--- config.mk ---
export PLATFORM = sky130hd
export DESIGN_NAME = aud_ser_tx
export DESIGN_NICKNAME = d
export VERILOG_FILES = /design/src/rtl/aud_ser_pkg.sv /design/src/rtl/aud_ser_edge.sv /design/src/rtl/aud_ser_src.sv /design/src/rtl/aud_ser_shift.sv /design/src/rtl/aud_ser_tx.sv
export SDC_FILE = /design/constraint.sdc
export NUM_CORES = 1
export LEC_CHECK = 0
export BUFFER_PORTS_ARGS = -buffer_cell sky130_fd_sc_hd__buf_2
export CAP_MARGIN = 40
export CORE_ASPECT_RATIO = 0.7
export CORE_UTILIZATION = 53
export DETAILED_ROUTE_END_ITERATION = 12
export GPL_ROUTABILITY_DRIVEN = 0
export PLACE_DENSITY_LB_ADDON = 0.15
export SETUP_SLACK_MARGIN = 0.15
export SYNTH_ARGS = -nofsm -noshare
export SYNTH_HDL_FRONTEND = slang
export SYNTH_SLANG_ARGS = --single-unit
--- constraint.sdc ---
create_clock -name clk -period 2.92 [get_ports clk]
set_input_delay 0.584 -clock clk [delete_from_list [all_inputs] [get_ports clk]]
set_output_delay 0.584 -clock clk [all_outputs]
set_load 0.02 [all_outputs]
--- src/rtl/aud_ser_pkg.sv ---
package aud_ser_pkg;

  localparam int WORD_W = 32;
  localparam int SLOT_W = 6;

  typedef enum logic [2:0] {
    WL_32  = 3'd0,
    WL_24  = 3'd1,
    WL_20  = 3'd2,
    WL_18  = 3'd3,
    WL_16  = 3'd4,
    WL_16P = 3'd5,
    WL_8   = 3'd6,
    WL_8P  = 3'd7
  } wlen_e;

  typedef struct packed {
    logic  lj;
    wlen_e wlen;
    logic  slot24;
    logic  mono;
    logic  rep;
  } cfg_t;

  // Sample moved to the top of the word, zero filled below its length.
  function automatic logic [WORD_W-1:0] align_sample(input logic [WORD_W-1:0] w,
                                                     input wlen_e c,
                                                     input logic hi);
    logic [WORD_W-1:0] r;
    case (c)
      WL_32:   r = w;
      WL_24:   r = {w[23:0], 8'h00};
      WL_20:   r = {w[19:0], 12'h000};
      WL_18:   r = {w[17:0], 14'h0000};
      WL_16:   r = {w[15:0], 16'h0000};
      WL_16P:  r = hi ? {w[31:16], 16'h0000} : {w[15:0], 16'h0000};
      WL_8:    r = {w[7:0], 24'h000000};
      default: r = hi ? {w[15:8], 24'h000000} : {w[7:0], 24'h000000};
    endcase
    return r;
  endfunction

  function automatic logic [SLOT_W-1:0] slot_len(input wlen_e c, input logic s24);
    logic [SLOT_W-1:0] n;
    case (c)
      WL_32:                n = 6'd32;
      WL_24, WL_20, WL_18:  n = s24 ? 6'd24 : 6'd32;
      WL_16, WL_16P:        n = 6'd16;
      default:              n = 6'd8;
    endcase
    return n;
  endfunction

endpackage

--- src/rtl/aud_ser_edge.sv ---
module aud_ser_edge #(
  parameter int SYNC_STAGES = 2
) (
  input  logic clk,
  input  logic rst_n,
  input  logic en,
  input  logic bck_in,
  input  logic ws_in,
  output logic fall,
  output logic ws_now,
  output logic slot_edge,
  output logic edge_prev
);
  logic bck_s;
  logic bck_q;
  logic ws_fall_q;
  logic primed;

  generate
    if (SYNC_STAGES > 0) begin : g_sync
      logic [SYNC_STAGES-1:0] bck_sr;
      logic [SYNC_STAGES-1:0] ws_sr;
      always_ff @(posedge clk or negedge rst_n) begin
        if (!rst_n) begin
          bck_sr <= '1;
          ws_sr  <= '0;
        end else begin
          bck_sr[0] <= bck_in;
          ws_sr[0]  <= ws_in;
          for (int i = 1; i < SYNC_STAGES; i++) begin
            bck_sr[i] <= bck_sr[i-1];
            ws_sr[i]  <= ws_sr[i-1];
          end
        end
      end
      assign bck_s  = bck_sr[SYNC_STAGES-1];
      assign ws_now = ws_sr[SYNC_STAGES-1];
    end else begin : g_direct
      assign bck_s  = bck_in;
      assign ws_now = ws_in;
    end
  endgenerate

  always_ff @(posedge clk or negedge rst_n) begin
    if (!rst_n) bck_q <= 1'b1;
    else        bck_q <= bck_s;
  end

  assign fall      = en && bck_q && !bck_s;
  assign slot_edge = primed && (ws_now != ws_fall_q);

  always_ff @(posedge clk or negedge rst_n) begin
    if (!rst_n) begin
      primed    <= 1'b0;
      ws_fall_q <= 1'b0;
      edge_prev <= 1'b0;
    end else if (!en) begin
      primed    <= 1'b0;
      edge_prev <= 1'b0;
    end else if (fall) begin
      primed    <= 1'b1;
      ws_fall_q <= ws_now;
      edge_prev <= slot_edge;
    end
  end
endmodule

--- src/rtl/aud_ser_src.sv ---
module aud_ser_src
  import aud_ser_pkg::*;
(
  input  logic              clk,
  input  logic              rst_n,
  input  logic              en,
  input  cfg_t              cfg,
  input  logic              load,
  input  logic              left,
  input  logic              s_valid,
  output logic              s_ready,
  input  logic [WORD_W-1:0] s_data,
  output logic [WORD_W-1:0] smp
);
  logic              started;
  logic              hold_ok;
  logic [WORD_W-1:0] hold_r;
  logic [WORD_W-1:0] last_l;
  logic [WORD_W-1:0] last_r;
  logic              per_frame;
  logic              take;
  logic [WORD_W-1:0] al_lo;
  logic [WORD_W-1:0] al_hi;
  logic              fresh_r;

  assign per_frame = (cfg.wlen == WL_16P) || (cfg.wlen == WL_8P) || cfg.mono;
  assign s_ready   = load && (left || (started && !per_frame));
  assign take      = s_ready && s_valid;
  assign al_lo     = align_sample(s_data, cfg.wlen, 1'b0);
  assign al_hi     = align_sample(s_data, cfg.wlen, 1'b1);
  assign fresh_r   = per_frame ? hold_ok : take;

  always_comb begin
    if (left) begin
      smp = take ? al_lo : (cfg.rep ? last_l : '0);
    end else if (!started) begin
      smp = '0;
    end else if (fresh_r) begin
      smp = per_frame ? hold_r : al_lo;
    end else begin
      smp = cfg.rep ? last_r : '0;
    end
  end

  always_ff @(posedge clk or negedge rst_n) begin
    if (!rst_n) begin
      started <= 1'b0;
      hold_ok <= 1'b0;
      hold_r  <= '0;
      last_l  <= '0;
      last_r  <= '0;
    end else if (!en) begin
      started <= 1'b0;
      hold_ok <= 1'b0;
      hold_r  <= '0;
      last_l  <= '0;
      last_r  <= '0;
    end else if (load) begin
      if (left) begin
        started <= 1'b1;
        hold_ok <= take;
        if (take) begin
          last_l <= al_lo;
          hold_r <= cfg.mono ? al_lo : al_hi;
        end
      end else if (started && fresh_r) begin
        last_r <= smp;
      end
    end
  end
endmodule

--- src/rtl/aud_ser_shift.sv ---
module aud_ser_shift
  import aud_ser_pkg::*;
(
  input  logic              clk,
  input  logic              rst_n,
  input  logic              en,
  input  logic              fall,
  input  logic              load,
  input  logic [WORD_W-1:0] smp,
  output logic              sdo
);
  logic [WORD_W-1:0] sh;

  always_ff @(posedge clk or negedge rst_n) begin
    if (!rst_n) begin
      sh  <= '0;
      sdo <= 1'b0;
    end else if (!en) begin
      sh  <= '0;
      sdo <= 1'b0;
    end else if (fall) begin
      if (load) begin
        sdo <= smp[WORD_W-1];
        sh  <= {smp[WORD_W-2:0], 1'b0};
      end else begin
        sdo <= sh[WORD_W-1];
        sh  <= {sh[WORD_W-2:0], 1'b0};
      end
    end
  end
endmodule

--- src/rtl/aud_ser_tx.sv ---
module aud_ser_tx
  import aud_ser_pkg::*;
#(
  parameter int SYNC_STAGES = 2
) (
  input  logic              clk,
  input  logic              rst_n,
  input  logic              enable,
  input  logic [1:0]        cfg_format,
  input  logic [2:0]        cfg_wlen,
  input  logic              cfg_slot24,
  input  logic              cfg_mono,
  input  logic              cfg_repeat,
  input  logic              s_valid,
  output logic              s_ready,
  input  logic [WORD_W-1:0] s_data,
  input  logic              bck_in,
  input  logic              ws_in,
  output logic              sdo,
  output logic [SLOT_W-1:0] slot_bits
);
  cfg_t              cfg_q;
  logic              fall_evt;
  logic              ws_now;
  logic              slot_edge;
  logic              edge_prev;
  logic              load_evt;
  logic              is_left;
  logic [WORD_W-1:0] smp;

  always_ff @(posedge clk or negedge rst_n) begin
    if (!rst_n) begin
      cfg_q <= '0;
    end else if (!enable) begin
      cfg_q.lj     <= (cfg_format == 2'd1);
      cfg_q.wlen   <= wlen_e'(cfg_wlen);
      cfg_q.slot24 <= cfg_slot24;
      cfg_q.mono   <= cfg_mono;
      cfg_q.rep    <= cfg_repeat;
    end
  end

  assign slot_bits = slot_len(cfg_q.wlen, cfg_q.slot24);

  aud_ser_edge #(.SYNC_STAGES(SYNC_STAGES)) u_edge (
    .clk       (clk),
    .rst_n     (rst_n),
    .en        (enable),
    .bck_in    (bck_in),
    .ws_in     (ws_in),
    .fall      (fall_evt),
    .ws_now    (ws_now),
    .slot_edge (slot_edge),
    .edge_prev (edge_prev)
  );

  assign load_evt = fall_evt && (cfg_q.lj ? slot_edge : edge_prev);
  assign is_left  = cfg_q.lj ? ws_now : !ws_now;

  aud_ser_src u_src (
    .clk     (clk),
    .rst_n   (rst_n),
    .en      (enable),
    .cfg     (cfg_q),
    .load    (load_evt),
    .left    (is_left),
    .s_valid (s_valid),
    .s_ready (s_ready),
    .s_data  (s_data),
    .smp     (smp)
  );

  aud_ser_shift u_shift (
    .clk   (clk),
    .rst_n (rst_n),
    .en    (enable),
    .fall  (fall_evt),
    .load  (load_evt),
    .smp   (smp),
    .sdo   (sdo)
  );
endmodule

==> flow_metrics.env <==
export IMPL_outcome="finished clean"
export IMPL_drc=0
export IMPL_grt_max_degree=69
export IMPL_grt_usage_pct=33.2
export IMPL_grt_pass1_wl_um=42000
export IMPL_hp_class="primary input to asynchronous set/reset pin"
export IMPL_die_area_um2=16500
export IMPL_routed_via_density=6.49
export IMPL_clock_latency_ns=0.43
export IMPL_drv_cap=0
export IMPL_io_buffers=50
export IMPL_holdWs_ns=0.103
export IMPL_leakage_nw=4.05
export IMPL_timing_final_crit_share_pct=89.5
export IMPL_clock_skew_final_ns=0.0144
export IMPL_postRouteAntennaNets=0
export IMPL_fmax_ghz=0.383
export IMPL_tightest_slew_ns=0.943
export IMPL_power_density_nw_per_um2=524
export IMPL_tns_ns=0
export IMPL_clk_pin_slew_ns=0.06
export IMPL_dieHeight_um=108
export IMPL_fillCellCount=1353
export IMPL_hold_buffers=0
export IMPL_hold_viol=0
export IMPL_cts_made_buffers=17
export IMPL_synth_seq_cells=137
export IMPL_root_buffer="clkbuf_16"
export IMPL_wl_per_cell_um=21.5
export IMPL_cp_slowest_cell="dfstp_2"
export IMPL_rsz0062_at_grt="false"
export IMPL_cp_slowest_stage_delay_ns=0.53
export IMPL_avgSynthCellArea_um2=8.61
export IMPL_grt_pass1_vias=7466
export IMPL_cts_tree="yes"
export IMPL_drive_above_1_share_pct=17.4
export IMPL_end_kind="output port"
export IMPL_synth_warnings=0
export IMPL_ir_drop_mv=0.315
export IMPL_yosysSeqAreaShare_pct=40.5
export IMPL_p_total_w=0.00503
export IMPL_start_util_pct=54.6
export IMPL_antenna_found_initial=0
export IMPL_syn_inst=985
export IMPL_crit_chain="and3b_1, o21ai_2, nand2b_2, nor2_1, buf_2"
export IMPL_diodes=0
export IMPL_die_x_um=153
export IMPL_path_delay_family="simple AND/OR/NAND/NOR gates"
export IMPL_synthArstFlopShare_pct=100
export IMPL_h_tree_depth=4
export IMPL_cts_sinks=137
export IMPL_critPathRequiredTime_ns=2.34
export IMPL_drtPass1Iterations=5
export IMPL_core_area_um2=15500
export IMPL_setup_viol=0
export IMPL_clockBufferDepth=2
export IMPL_worstSetupPathType="flip-flop to output port"
export IMPL_period_needed_ns=2.61
export IMPL_rows=38
export IMPL_drv_slew=0
export IMPL_cp_max_fo=9
export IMPL_dp_hpwl_um=17800
export IMPL_cp_start_kind="flip-flop"
export IMPL_arrival_ns=2.03
export IMPL_synth_ff_type="dfrtp_1"
export IMPL_initialDrtViolationCount=908
export IMPL_cp_buffers_inverters=1
export IMPL_final_nets=1052
export IMPL_netlist_area_um2=8480
export IMPL_synth_edff_count=0
export IMPL_syn2layout_area_growth_pct=13.3
export IMPL_wirelength_um=26200
export IMPL_relSlewSlack_pct=37.0
export IMPL_overflow=0
export IMPL_vias=7915
export IMPL_synth_distinct_cells=65
export IMPL_io_pins=54
cell families after synthesis:
group | after synthesis | share of synthesized area (%)
other | 1 | 0.0442
muxes | 70 | 9.71
AOI/OAI and AO/OA | 336 | 25.2
xor gates and xnor gates | 3 | 0.398
buffers and inverters | 98 | 5.18
and+or+nand+nor | 340 | 19.0
DFF | 137 | 40.5
cell usage in the layout (no fill, tap or decap), types with 4 or more instances in the layout:
cell type	n
a31oi_1	4
mux2i_1	44
or3_1	11
o21ai_0	84
o211ai_1	16
o21ai_1	4
mux2_2	17
dfrtp_1	133
mux4_2	8
a22oi_1	31
o221ai_1	12
nor2_1	41
a21oi_1	96
nor2b_1	15
a221o_1	7
inv_6	7
nor4_1	4
a211o_1	4
o21a_1	6
and3_1	12
a221oi_1	9
a31o_2	8
clkbuf_16	17
buf_4	35
and2_1	10
a211oi_1	8
a32oi_1	5
nand2b_1	16
o22ai_1	9
nand3_1	45
inv_1	6
buf_2	49
nor3_1	5
buf_12	7
nand2_1	163
a21o_1	17
timing repair:
item	in CTS	in global routing
buffers inserted	0	0
endpoints found under the setup margin	1	8
gates resized for setup	1	2
sequential cells by signal (all words and copies together) (netlist names), 2 cells and up:
register              cells
u_src.hold_r             32
u_src.last_r             32
u_shift.sh               31
u_src.last_l             24
cfg_q                     7
u_edge.g_sync.bck_sr      2
u_edge.g_sync.ws_sr       2
power by group:
part	switching, W	total (W)	internal (W)
registers	0.0000392	0.00197	0.00193
logic	0.000559	0.000841	0.000282
clock network	0.000917	0.00222	0.00130
routing by layer:
layer | global-route usage [%] | vias up | wire length, um
met5 | 0 | - | 0
met3 | 6.32 | 34 | 2440
met4 | 9.24 | 0 | 378
met2 | 50.5 | 390 | 11500
li1 | - | 3618 | -
met1 | 48.3 | 3873 | 12000
Yosys cell counts, types with 4 or more instances:
cell type  instances  area (um^2)
o211ai_1          16          120
dfrtp_1          134         3350
nand3_1           46          230
a211o_1            4         35.0
mux4_2             8          180
a221oi_1           9         78.8
a221o_1            7         70.1
or3_1             11         68.8
nor2b_1           16          100
a31o_2             8         70.1
a21o_1            17          128
buf_2             21          105
o221ai_1          12          105
nor2_1            41          154
mux2i_1           44          440
buf_1              4         15.0
o21ai_0           85          425
nor4_1             4         25.0
nor3_1             5         25.0
a211oi_1           8         60.1
clkbuf_1          57          214
inv_1              6         22.5
a32oi_1            5         43.8
a22oi_1           31          233
mux2_2            17          191
o22ai_1            9         56.3
nand2_1          163          612
and3_1            12         75.1
nand2b_1          17          106
buf_4              8         60.1
o21a_1             6         45.0
a21oi_1           96          480
and2_1            10         62.6
a31oi_1            4         25.0
final cells by class:
type | count | area [um^2] | area share, %
tap | 200 | 250 | 2.60
inverter | 6 | 22.5 | 0.234
timing repair buffer | 92 | 659 | 6.86
clock inverter | 14 | 160 | 1.67
sequential | 137 | 3430 | 35.7
multi-input combinational | 752 | 4640 | 48.3
clock buffer | 18 | 439 | 4.57
metrics by stage:
stage / utilization, % / worst slack [ns] / cell area [um^2] / cells
CTS: 61.8 / 0.219 / 9600 / 1219
detailed placement: 57.9 / 0.314 / 9000 / 1187
finish: 61.8 / 0.306 / 9610 / 1219
global route: 61.8 / 0.162 / 9610 / 1219
global placement: 57.9 / 0.380 / 9000 / 1187
floorplan: - / 0.386 / 8490 / 987
final timing paths:
check                                       start                 endpoint  slack, ns  cells after the start
max in group asynchronous                   rst_n  u_edge.g_sync.bck_sr[1]       1.99                      2
min reg2reg                u_edge.g_sync.ws_sr[0]   u_edge.g_sync.ws_sr[1]       0.36                      0
max                                  u_edge.bck_q                  s_ready       0.31                      5
min in group clk                           bck_in  u_edge.g_sync.bck_sr[0]       0.25                      1
min                                         rst_n                 cfg_q[5]       0.10                      1
max reg2reg                              cfg_q[6]          u_src.last_r[8]       0.31                      7
(Power assumes the default switching activity.)
